[config.mk]
export PLATFORM = sky130hd
export DESIGN_NAME = reset_ctrl
export DESIGN_NICKNAME = d
export VERILOG_FILES = /design/src/rtl/rstc_pkg.sv /design/src/rtl/rstc_sync.sv /design/src/rtl/rstc_stretch.sv /design/src/rtl/rstc_regs.sv /design/src/rtl/reset_ctrl.sv
export SDC_FILE = /design/constraint.sdc
export NUM_CORES = 1
export LEC_CHECK = 0
export ABC_AREA = 1
export BUFFER_PORTS_ARGS = -buffer_cell sky130_fd_sc_hd__buf_2
export CORE_MARGIN = 4
export CORE_UTILIZATION = 35
export DETAILED_ROUTE_END_ITERATION = 16
export GPL_TIMING_DRIVEN = 1
export PLACE_DENSITY = 0.64
export REMOVE_ABC_BUFFERS = 1
export SYNTH_ARGS = -nofsm -noshare
export SYNTH_HDL_FRONTEND = slang
export SYNTH_SLANG_ARGS = --single-unit
[constraint.sdc]
create_clock -name clk -period 1 [get_ports clk]
set_input_delay 0.1 -clock clk [delete_from_list [all_inputs] [get_ports clk]]
set_output_delay 0.1 -clock clk [all_outputs]
set_load 0.02 [all_outputs]
[src/rtl/rstc_pkg.sv]
// Shared definitions for the reset sequencer: one-hot reset cause codes.
// Assumes a four-entry cause register, one bit per reset source.
package rstc_pkg;
    localparam int CAUSE_W = 4;
    typedef logic [CAUSE_W-1:0] cause_t;

    localparam int CAUSE_IDX_POR = 0;
    localparam int CAUSE_IDX_PIN = 1;
    localparam int CAUSE_IDX_CPU = 2;
    localparam int CAUSE_IDX_DEV = 3;

    localparam cause_t CAUSE_POR = cause_t'(1) << CAUSE_IDX_POR;
    localparam cause_t CAUSE_PIN = cause_t'(1) << CAUSE_IDX_PIN;
    localparam cause_t CAUSE_CPU = cause_t'(1) << CAUSE_IDX_CPU;
    localparam cause_t CAUSE_DEV = cause_t'(1) << CAUSE_IDX_DEV;
endpackage

[src/rtl/rstc_sync.sv]
// Reset synchronizer: the output falls as soon as arst_n falls, and rises
// only after STAGES rising clock edges with arst_n high.
// Assumes STAGES >= 2 and that clk runs while the output is released.
module rstc_sync #(
    parameter int STAGES = 2
) (
    input  logic clk,
    input  logic arst_n,
    output logic sync_n
);
    logic [STAGES-1:0] stg_q;

    // Shift ones in after release; clear the chain at once on assertion.
    always_ff @(posedge clk or negedge arst_n) begin
        if (!arst_n) begin
            stg_q <= '0;
        end else begin
            stg_q <= {stg_q[STAGES-2:0], 1'b1};
        end
    end

    assign sync_n = stg_q[STAGES-1];
endmodule

[src/rtl/rstc_stretch.sv]
// Pulse stretcher: active is high while force_n is low, or while load is
// high at a rising edge, and stays high for HOLD more edges after that.
// Assumes force_n is already aligned to clk on release.
module rstc_stretch #(
    parameter int HOLD = 16
) (
    input  logic clk,
    input  logic force_n,
    input  logic load,
    output logic active
);
    localparam int CNT_W = $clog2(HOLD + 1);
    localparam logic [CNT_W-1:0] HOLD_C = CNT_W'(HOLD);

    logic [CNT_W-1:0] cnt_q;
    logic [CNT_W-1:0] cnt_nxt;
    logic             act_q;

    // Next count: reload on a request, otherwise count down to zero.
    always_comb begin
        if (load) begin
            cnt_nxt = HOLD_C;
        end else if (cnt_q != '0) begin
            cnt_nxt = cnt_q - 1'b1;
        end else begin
            cnt_nxt = '0;
        end
    end

    // Counter and registered active flag, forced on by the hard source.
    always_ff @(posedge clk or negedge force_n) begin
        if (!force_n) begin
            cnt_q <= HOLD_C;
            act_q <= 1'b1;
        end else begin
            cnt_q <= cnt_nxt;
            act_q <= (cnt_nxt != '0);
        end
    end

    assign active = act_q;
endmodule

[src/rtl/rstc_regs.sv]
// Control and cause registers. The control register holds the two soft
// request bits and general bits. The cause register keeps the one-hot
// source of the last reset. Assumes the synchronized hard inputs and the
// device reset output are fed back in.
module rstc_regs
    import rstc_pkg::*;
#(
    parameter int CTRL_W  = 8,
    parameter int CPU_BIT = 0,
    parameter int DEV_BIT = 1
) (
    input  logic              clk,
    input  logic              por_s_n,
    input  logic              pin_s_n,
    input  logic              dev_rst_n,
    input  logic              ctrl_we,
    input  logic [CTRL_W-1:0] ctrl_wdata,
    output logic [CTRL_W-1:0] ctrl_q,
    output cause_t            cause_q,
    output logic              cpu_fire,
    output logic              dev_fire
);
    // A device request outranks a CPU request when both bits are set.
    assign dev_fire = ctrl_q[DEV_BIT];
    assign cpu_fire = ctrl_q[CPU_BIT] & ~ctrl_q[DEV_BIT];

    // Control register: held clear during device reset, self-clearing requests.
    always_ff @(posedge clk) begin
        if (!dev_rst_n) begin
            ctrl_q <= '0;
        end else if (dev_fire) begin
            ctrl_q <= '0;
        end else if (ctrl_we) begin
            ctrl_q <= ctrl_wdata;
        end else if (cpu_fire) begin
            ctrl_q[CPU_BIT] <= 1'b0;
        end
    end

    // Cause register: power-on first, then pin, device and CPU requests.
    always_ff @(posedge clk) begin
        if (!por_s_n) begin
            cause_q <= CAUSE_POR;
        end else if (!pin_s_n) begin
            cause_q <= CAUSE_PIN;
        end else if (dev_fire) begin
            cause_q <= CAUSE_DEV;
        end else if (cpu_fire) begin
            cause_q <= CAUSE_CPU;
        end
    end
endmodule

[src/rtl/reset_ctrl.sv]
// Reset sequencer top. Merges power-on and pin resets with software
// requests into a device reset and a CPU reset. The CPU reset is kept on
// for a full hold window after the device reset ends.
// Assumes clk is running whenever a reset has to be released.
module reset_ctrl
    import rstc_pkg::*;
#(
    parameter int CTRL_W      = 8,
    parameter int SYNC_STAGES = 2,
    parameter int HOLD_CYCLES = 16,
    parameter int CPU_REQ_BIT = 0,
    parameter int DEV_REQ_BIT = 1
) (
    input  logic              clk,
    input  logic              por_n,
    input  logic              ext_rst_n,
    input  logic              ctrl_we,
    input  logic [CTRL_W-1:0] ctrl_wdata,
    output logic [CTRL_W-1:0] ctrl_q,
    output logic [3:0]        cause_q,
    output logic              cpu_rst_n,
    output logic              dev_rst_n
);
    localparam int NSRC = 2;

    logic [NSRC-1:0] raw_n;
    logic [NSRC-1:0] sync_n;
    logic            por_s_n;
    logic            pin_s_n;
    logic            hard_n;
    logic            cpu_fire;
    logic            dev_fire;
    logic            dev_act;
    logic            cpu_act;
    cause_t          cause_int;

    assign raw_n = {ext_rst_n, por_n};

    // One synchronizer per hard reset source.
    for (genvar g = 0; g < NSRC; g++) begin : g_sync
        rstc_sync #(.STAGES(SYNC_STAGES)) u_sync (
            .clk    (clk),
            .arst_n (raw_n[g]),
            .sync_n (sync_n[g])
        );
    end

    assign por_s_n = sync_n[0];
    assign pin_s_n = sync_n[1];
    assign hard_n  = por_s_n & pin_s_n;

    rstc_regs #(
        .CTRL_W  (CTRL_W),
        .CPU_BIT (CPU_REQ_BIT),
        .DEV_BIT (DEV_REQ_BIT)
    ) u_regs (
        .clk        (clk),
        .por_s_n    (por_s_n),
        .pin_s_n    (pin_s_n),
        .dev_rst_n  (dev_rst_n),
        .ctrl_we    (ctrl_we),
        .ctrl_wdata (ctrl_wdata),
        .ctrl_q     (ctrl_q),
        .cause_q    (cause_int),
        .cpu_fire   (cpu_fire),
        .dev_fire   (dev_fire)
    );

    // Device-wide hold window.
    rstc_stretch #(.HOLD(HOLD_CYCLES)) u_dev (
        .clk     (clk),
        .force_n (hard_n),
        .load    (dev_fire),
        .active  (dev_act)
    );

    // CPU hold window, reloaded for as long as the device is in reset.
    rstc_stretch #(.HOLD(HOLD_CYCLES)) u_cpu (
        .clk     (clk),
        .force_n (hard_n),
        .load    (cpu_fire | dev_fire | dev_act),
        .active  (cpu_act)
    );

    assign cause_q   = cause_int;
    assign dev_rst_n = ~dev_act;
    assign cpu_rst_n = ~cpu_act;
endmodule

Word level (Yosys, flattened, before mapping)
Index checks and enable logic that the tools add are counted.
- register bits: 28
- word-level logic and storage cells: 44
- output and inout port bits: 14
- input bits: 12
- multiplexer cells: 9
- eq/ne operators: 1
- reduce and logical (&&, ||, !) cells: 10
- bitwise logic cells: 10
- add/subtract/negate cells: 2
- operator list (cell ; number):
    two-way mux 5 bit ; 4
    nonzero test 5 bit ; 4
    subtractor 5 x 1 -> 5 bit, second input constant ; 2
    two-way mux 4 bit ; 2
    inverter 1 bit ; 6
    OR reduction 3 bit ; 2
    nonzero test 2 bit ; 2
    != test 3 x 2 -> 1 bit, second input constant ; 1
    AND 1 bit ; 2
    two-way mux 1 bit ; 2
    two-way mux 2 bit ; 1
    bitwise OR 1 bit ; 2
    AND reduction 2 bit ; 1
    OR reduction 2 bit ; 1

Longest topological paths before layout
- depth after elaboration: 6
- gate-level depth with buffers: 9
- gate-level depth less buffers: 9

Hierarchy
Synthesis repeated with hierarchy kept, for this count alone.
- cells, all modules: 150
- area, all modules: 1212.4 µm²
- by module, submodules not included (module ; cells an instance ; instances ; sequential area each (µm²) ; area each (µm²)):
    rstc_regs ; 54 ; 1 ; 240.2 ; 416.6
    rstc_stretch at u_cpu ; 42 ; 1 ; 152.6 ; 335.3
    rstc_stretch at u_dev ; 42 ; 1 ; 152.6 ; 330.3
    rstc_sync ; 3 ; 2 ; 50.0 ; 53.8
    reset_ctrl ; 6 ; 1 ; 0.0 ; 22.5

Worst setup path after synthesis
OpenSTA, ideal clock, no wires.
- path kind: reg2reg
- from: register u_cpu.cnt_q[0]
- to: register u_cpu.act_q (netlist: u_cpu.active)
- stages on the path, launching flop included: 10
- arrival time: 1.034 ns
- data required time: 0.918 ns
- setup time: 0.082 ns
- path slack: -0.116 ns
- period minus slack after synthesis: 1.116 ns
- path buffers: 0
- cell sequence: dfrtp_1 > inv_1 > ha_1 > inv_1 > nand2_1 > nand2_1 > nand2_1 > nand3_1 > clkinv_1 > nand3_2
- word-level cells in the longest chain between the ends: 4
- elaborated cells on any way between the ends: 5
- classes of those cells: 1 x add/sub; 2 x mux; 2 x reduce/logical
- RTL lines (item ; line ; text):
    from (decl) ; rstc_stretch.sv:15 ; logic [CNT_W-1:0] cnt_q;
    from (signal assigned) ; rstc_stretch.sv:36 ; cnt_q <= cnt_nxt;
    subtractor 5 x 1 -> 5 bit / nonzero test 5 bit (equally long branches) ; rstc_stretch.sv:24, rstc_stretch.sv:23 ;
    two-way mux 5 bit * ; rstc_stretch.sv:23 ; end else if (cnt_q != '0) begin
    two-way mux 5 bit * ; rstc_stretch.sv:21 ; if (load) begin
    nonzero test 5 bit * ; rstc_stretch.sv:37 ; act_q <= (cnt_nxt != '0);
    to (signal assigned) ; rstc_stretch.sv:37 ;
    to (decl) ; rstc_stretch.sv:17 ; logic act_q;
Every way passes the cells marked *; elsewhere a longest branch is shown, timed or not.
A chain may end at the register's enable or synchronous reset.

Worst setup path after layout
- from: register u_dev.act_q (netlist: u_dev.active)
- to: output dev_rst_n
- word-level cells in the longest chain between the ends: 1
- RTL lines (item ; line ; text):
    from (decl) ; rstc_stretch.sv:17 ;
    from (signal assigned) ; rstc_stretch.sv:37 ;
    inverter 1 bit ; reset_ctrl.sv:86 ; assign dev_rst_n = ~dev_act;
    to (decl) ; reset_ctrl.sv:22 ; output logic dev_rst_n
No other way between the ends.

==> results list <==
- The flow ran to the end, but the final reports show violations.
- The checks that failed: negative setup slack.
* Placed cell count: 218
- RSZ-0062 raised after global routing: true
- After detailed routing, the wire length on met1 is 1.17 mm.
- Count of routing violations after the opening detailed-route iteration: 21
- The floorplan step defined a die boundary enclosing 4410 um^2.
* Final RePlAce weighted congestion: 0.817
- Total number of clock tree sinks: 28
* Clock latency on the worst-skew pair: 0.33 ns
* Final setup skew: 0.0106 ns
- Initial antenna violation count: 0
- Wire per inst: 10.9 um
- Global Route Usage Sum: 0.118
- Proportion of power drawn by the clock network: 0.137
- Number of global-route vias before repair: 1025
- Wire segments on met3 add up to 98 um in the final route.
* Share of total power in sequential cells: 0.309
* Total gr overflow: 0
* Post-route insts no fill: 237
- Net switching fraction of the power: 0.393
- The path class of the tightest hold or removal check is in2reg.
- TritonCTS clock tree: yes
- Among all stages on the critical path, the largest delay is contributed by dfstp_2.
- STA classifies the critical path startpoint as a flop.
* Number of cells produced by synthesis: 139
- Max-cap violations in this run came to 0.
- Wire length on met2: 1.30 mm
* Internal power component: 3270 uW
- Sequence of cells on the critical path: inv_4 -> buf_6 -> buf_6
* Period minus WS final: 1.26 ns
- Initial cell density of the core: 0.379
- Remaining design rule violation count: 0
* Crit Path Max Fanout: 2
- Chip height: 66.4 um
- The tree is rooted in a clkbuf_4.
- The first global-routing pass estimated 4.12 mm of wire.
* Top layer in use: met4
- Total of buffers placed on input and output ports: 25
- Of the total power, combinational logic draws 0.553.
- Top Ports: 26
- Mapped Avg Cell Area: 8.59 um^2
* Number of warnings reported in the yosys synthesis log: 0
* Placed standard-cell area: 1460 um^2
- Vias per inst: 4.28
- The cell that appears most often on the critical path is buf_6.
- The floorplan has 20 rows.
- Final number of max-transition violations: 0
- In this run the remaining antenna-violating nets after routing total 0.
* Fill cell count: 304
- Once layout is done, the placed cells without fillers occupy 1800 um^2.
* Leakage: 0.000909 uW
- Standard cell core area: 3150 um^2
* Maximum clock path buffer count: 2
- Worst path required time: 0.90 ns
- For this run, the slowest stage of the critical path takes 0.57 ns.
- Count of antenna diodes in the layout: 0
- Across the VDD grid, the largest voltage drop is 0.00132 V.
- Share of synthesized area occupied by flip-flops and latches: 0.541
* Crit path setup slack, layout: -0.262 ns
- Clock-pin slew was measured on the worst setup and hold paths at 0.16 ns.
- From synthesis to final layout, the design area changed by 51.0%.
* Width of the die: 66.4 um
- Layout cell share with drive strength beyond 1: 0.518
- Final WL: 2.58 mm
- # H-tree levels: 1
- The analysis attributes to net switching a power of 2120 uW.
* Vias post-DR: 1014
* Power per Cell Area: 2990 nW/um^2
* Max Fclk: 793 MHz
* Nature of the critical path endpoint: output port
- Of the available clock period, the critical path in the final layout requires 1.26.
- Setup violations remaining at the end of the flow were counted as 18.
- Util after Layout: 0.572
- At the worst endpoint, the arrival time is 1.16 ns.
- Pin count of the biggest net entering global routing: 17
* HPWL reported at the end of detailed placement: 1.80 mm
- In this run, distinct cell masters in the synthesized netlist total 26.
- The mapped netlist covers 1190 um^2.
- Counting flops and latches in the post-synthesis netlist gives 28.
- The first detailed-routing pass took 4 iterations.
- Type of the setup path with the least slack: reg2out
* Final net count: 208
- Number of buffers created by CTS: 3
- Final hold vios: 0
==> synth_stat cells <==
master	n	area [um^2]
a21boi_1	1	7.51
a21oi_1	7	35.0
buf_2	1	5.00
buf_4	1	7.51
clkinv_1	2	7.51
conb_1	1	3.75
dfrtp_1	12	300
dfstp_2	4	105
dfxtp_1	12	240
ha_1	2	25.0
inv_1	24	90.1
inv_2	3	11.3
inv_4	1	6.26
nand2_1	35	131
nand2_2	2	12.5
nand2_8	1	20.0
nand3_1	9	45.0
nand3_2	2	20.0
nand3b_1	1	7.51
nand4_1	1	6.26
nor2_1	9	33.8
nor2_2	2	12.5
nor2_8	1	20.0
nor3_1	1	5.00
nor3_2	2	20.0
o211ai_1	2	15.0
==> sequential cells by signal, summed over array words and instances, names as in the netlist <==
signal               cells
u_regs.ctrl_q            8
u_cpu.cnt_q              5
u_dev.cnt_q              5
g_sync.u_sync.stg_q      4
u_regs.cause_q           4
u_cpu.active             1
u_dev.active             1
==> per-layer routing <==
metal / vias to the layer above / track usage
met3: 2 / 0.0204
met1: 471 / 0.149
li1: 524 / -
met4: 0 / 0.0305
met5: - / 0
met2: 17 / 0.204
==> cell families after synthesis <==
logic type | synth area share
compound gates | 0.0482
buf+inv | 0.107
flops | 0.541
other cells | 0.00314
fa+ha+maj | 0.0210
simple gates | 0.280
==> worst paths after layout <==
kind	from	to	slack, ns	cells after the start
worst max register to register	u_dev.active	u_cpu.cnt_q[3]	-0.24	9
worst min register to register	g_sync[0].u_sync.stg_q[1]	u_dev.cnt_q[2]	0.25	2
worst max-delay path	u_dev.active	dev_rst_n	-0.26	3
max in group asynchronous	g_sync[1].u_sync.stg_q[1]	u_cpu.cnt_q[4]	0.36	3
min in group asynchronous	por_n	g_sync[0].u_sync.stg_q[1]	0.06	2
worst min-delay path	ctrl_wdata[5]	u_regs.ctrl_q[5]	0.02	3
==> layout make-up <==
cell class                      instances  area [um^2]  share of cell area
Tap cell                               44         55.1              0.0305
Clock inverter                          1         30.0              0.0167
Multi-Input combinational cell         80          517               0.287
Timing Repair Buffer                   51          399               0.221
Sequential cell                        28          659               0.366
Clock buffer                            3         22.5              0.0125
Inverter                               30          120              0.0666
==> power by group through the flow <==
stage / registers, uW / clock network [uW] / logic (uW)
global placement: 1660 / 0 / 2130
CTS: 1650 / 765 / 2670
finish: 1670 / 739 / 2980
global route: 1700 / 795 / 3300
detailed placement: 1660 / 0 / 2200
floorplan: 1700 / 0 / 1380
==> cells in the final DEF (no fill, tap or decap), types with 2 or more instances in the layout <==
master / n
buf_4: 12
nand2_2: 9
dfxtp_1: 5
nor2_2: 6
conb_1: 2
inv_4: 3
nand2_1: 28
inv_1: 17
nor3_2: 2
dlygate4sd3_1: 9
buf_6: 7
a21oi_2: 6
inv_2: 9
clkbuf_4: 3
nand3_1: 7
dfxtp_2: 5
nand3_2: 3
buf_2: 21
o211ai_1: 2
dfrtp_1: 12
dfstp_2: 4
ha_4: 2
dfxtp_4: 2
nor2_1: 5
==> critical path, delay by kind of cell, from the launching register on <==
kind / cells / cell delay (ns)
DFF: 1 / 0.57
buffers and inverters: 3 / 0.26
==> stage by stage <==
stage | total power (uW) | setup WS, ns | TNS (ns) | hold WS [ns]
floorplan | 3080 | -0.116 | -0.532 | -0.196
global placement | 3780 | -0.174 | -0.737 | -0.113
detailed placement | 3860 | -0.183 | -1.22 | -0.112
CTS | 5080 | -0.265 | -2.38 | 0.00365
global route | 5800 | -0.297 | -3.66 | 0.0201
finish | 5380 | -0.262 | -2.74 | 0.0205
==> what timing repair did <==
action                                 4_1_cts  5_1_grt
gates resized for setup                     24       33
buffers inserted                             5        2
setup endpoints to repair                   16       29
hold buffers                                 9        0
pin swaps                                   11       11
endpoints found under the hold margin       11        0
(Power assumes the default switching activity.)
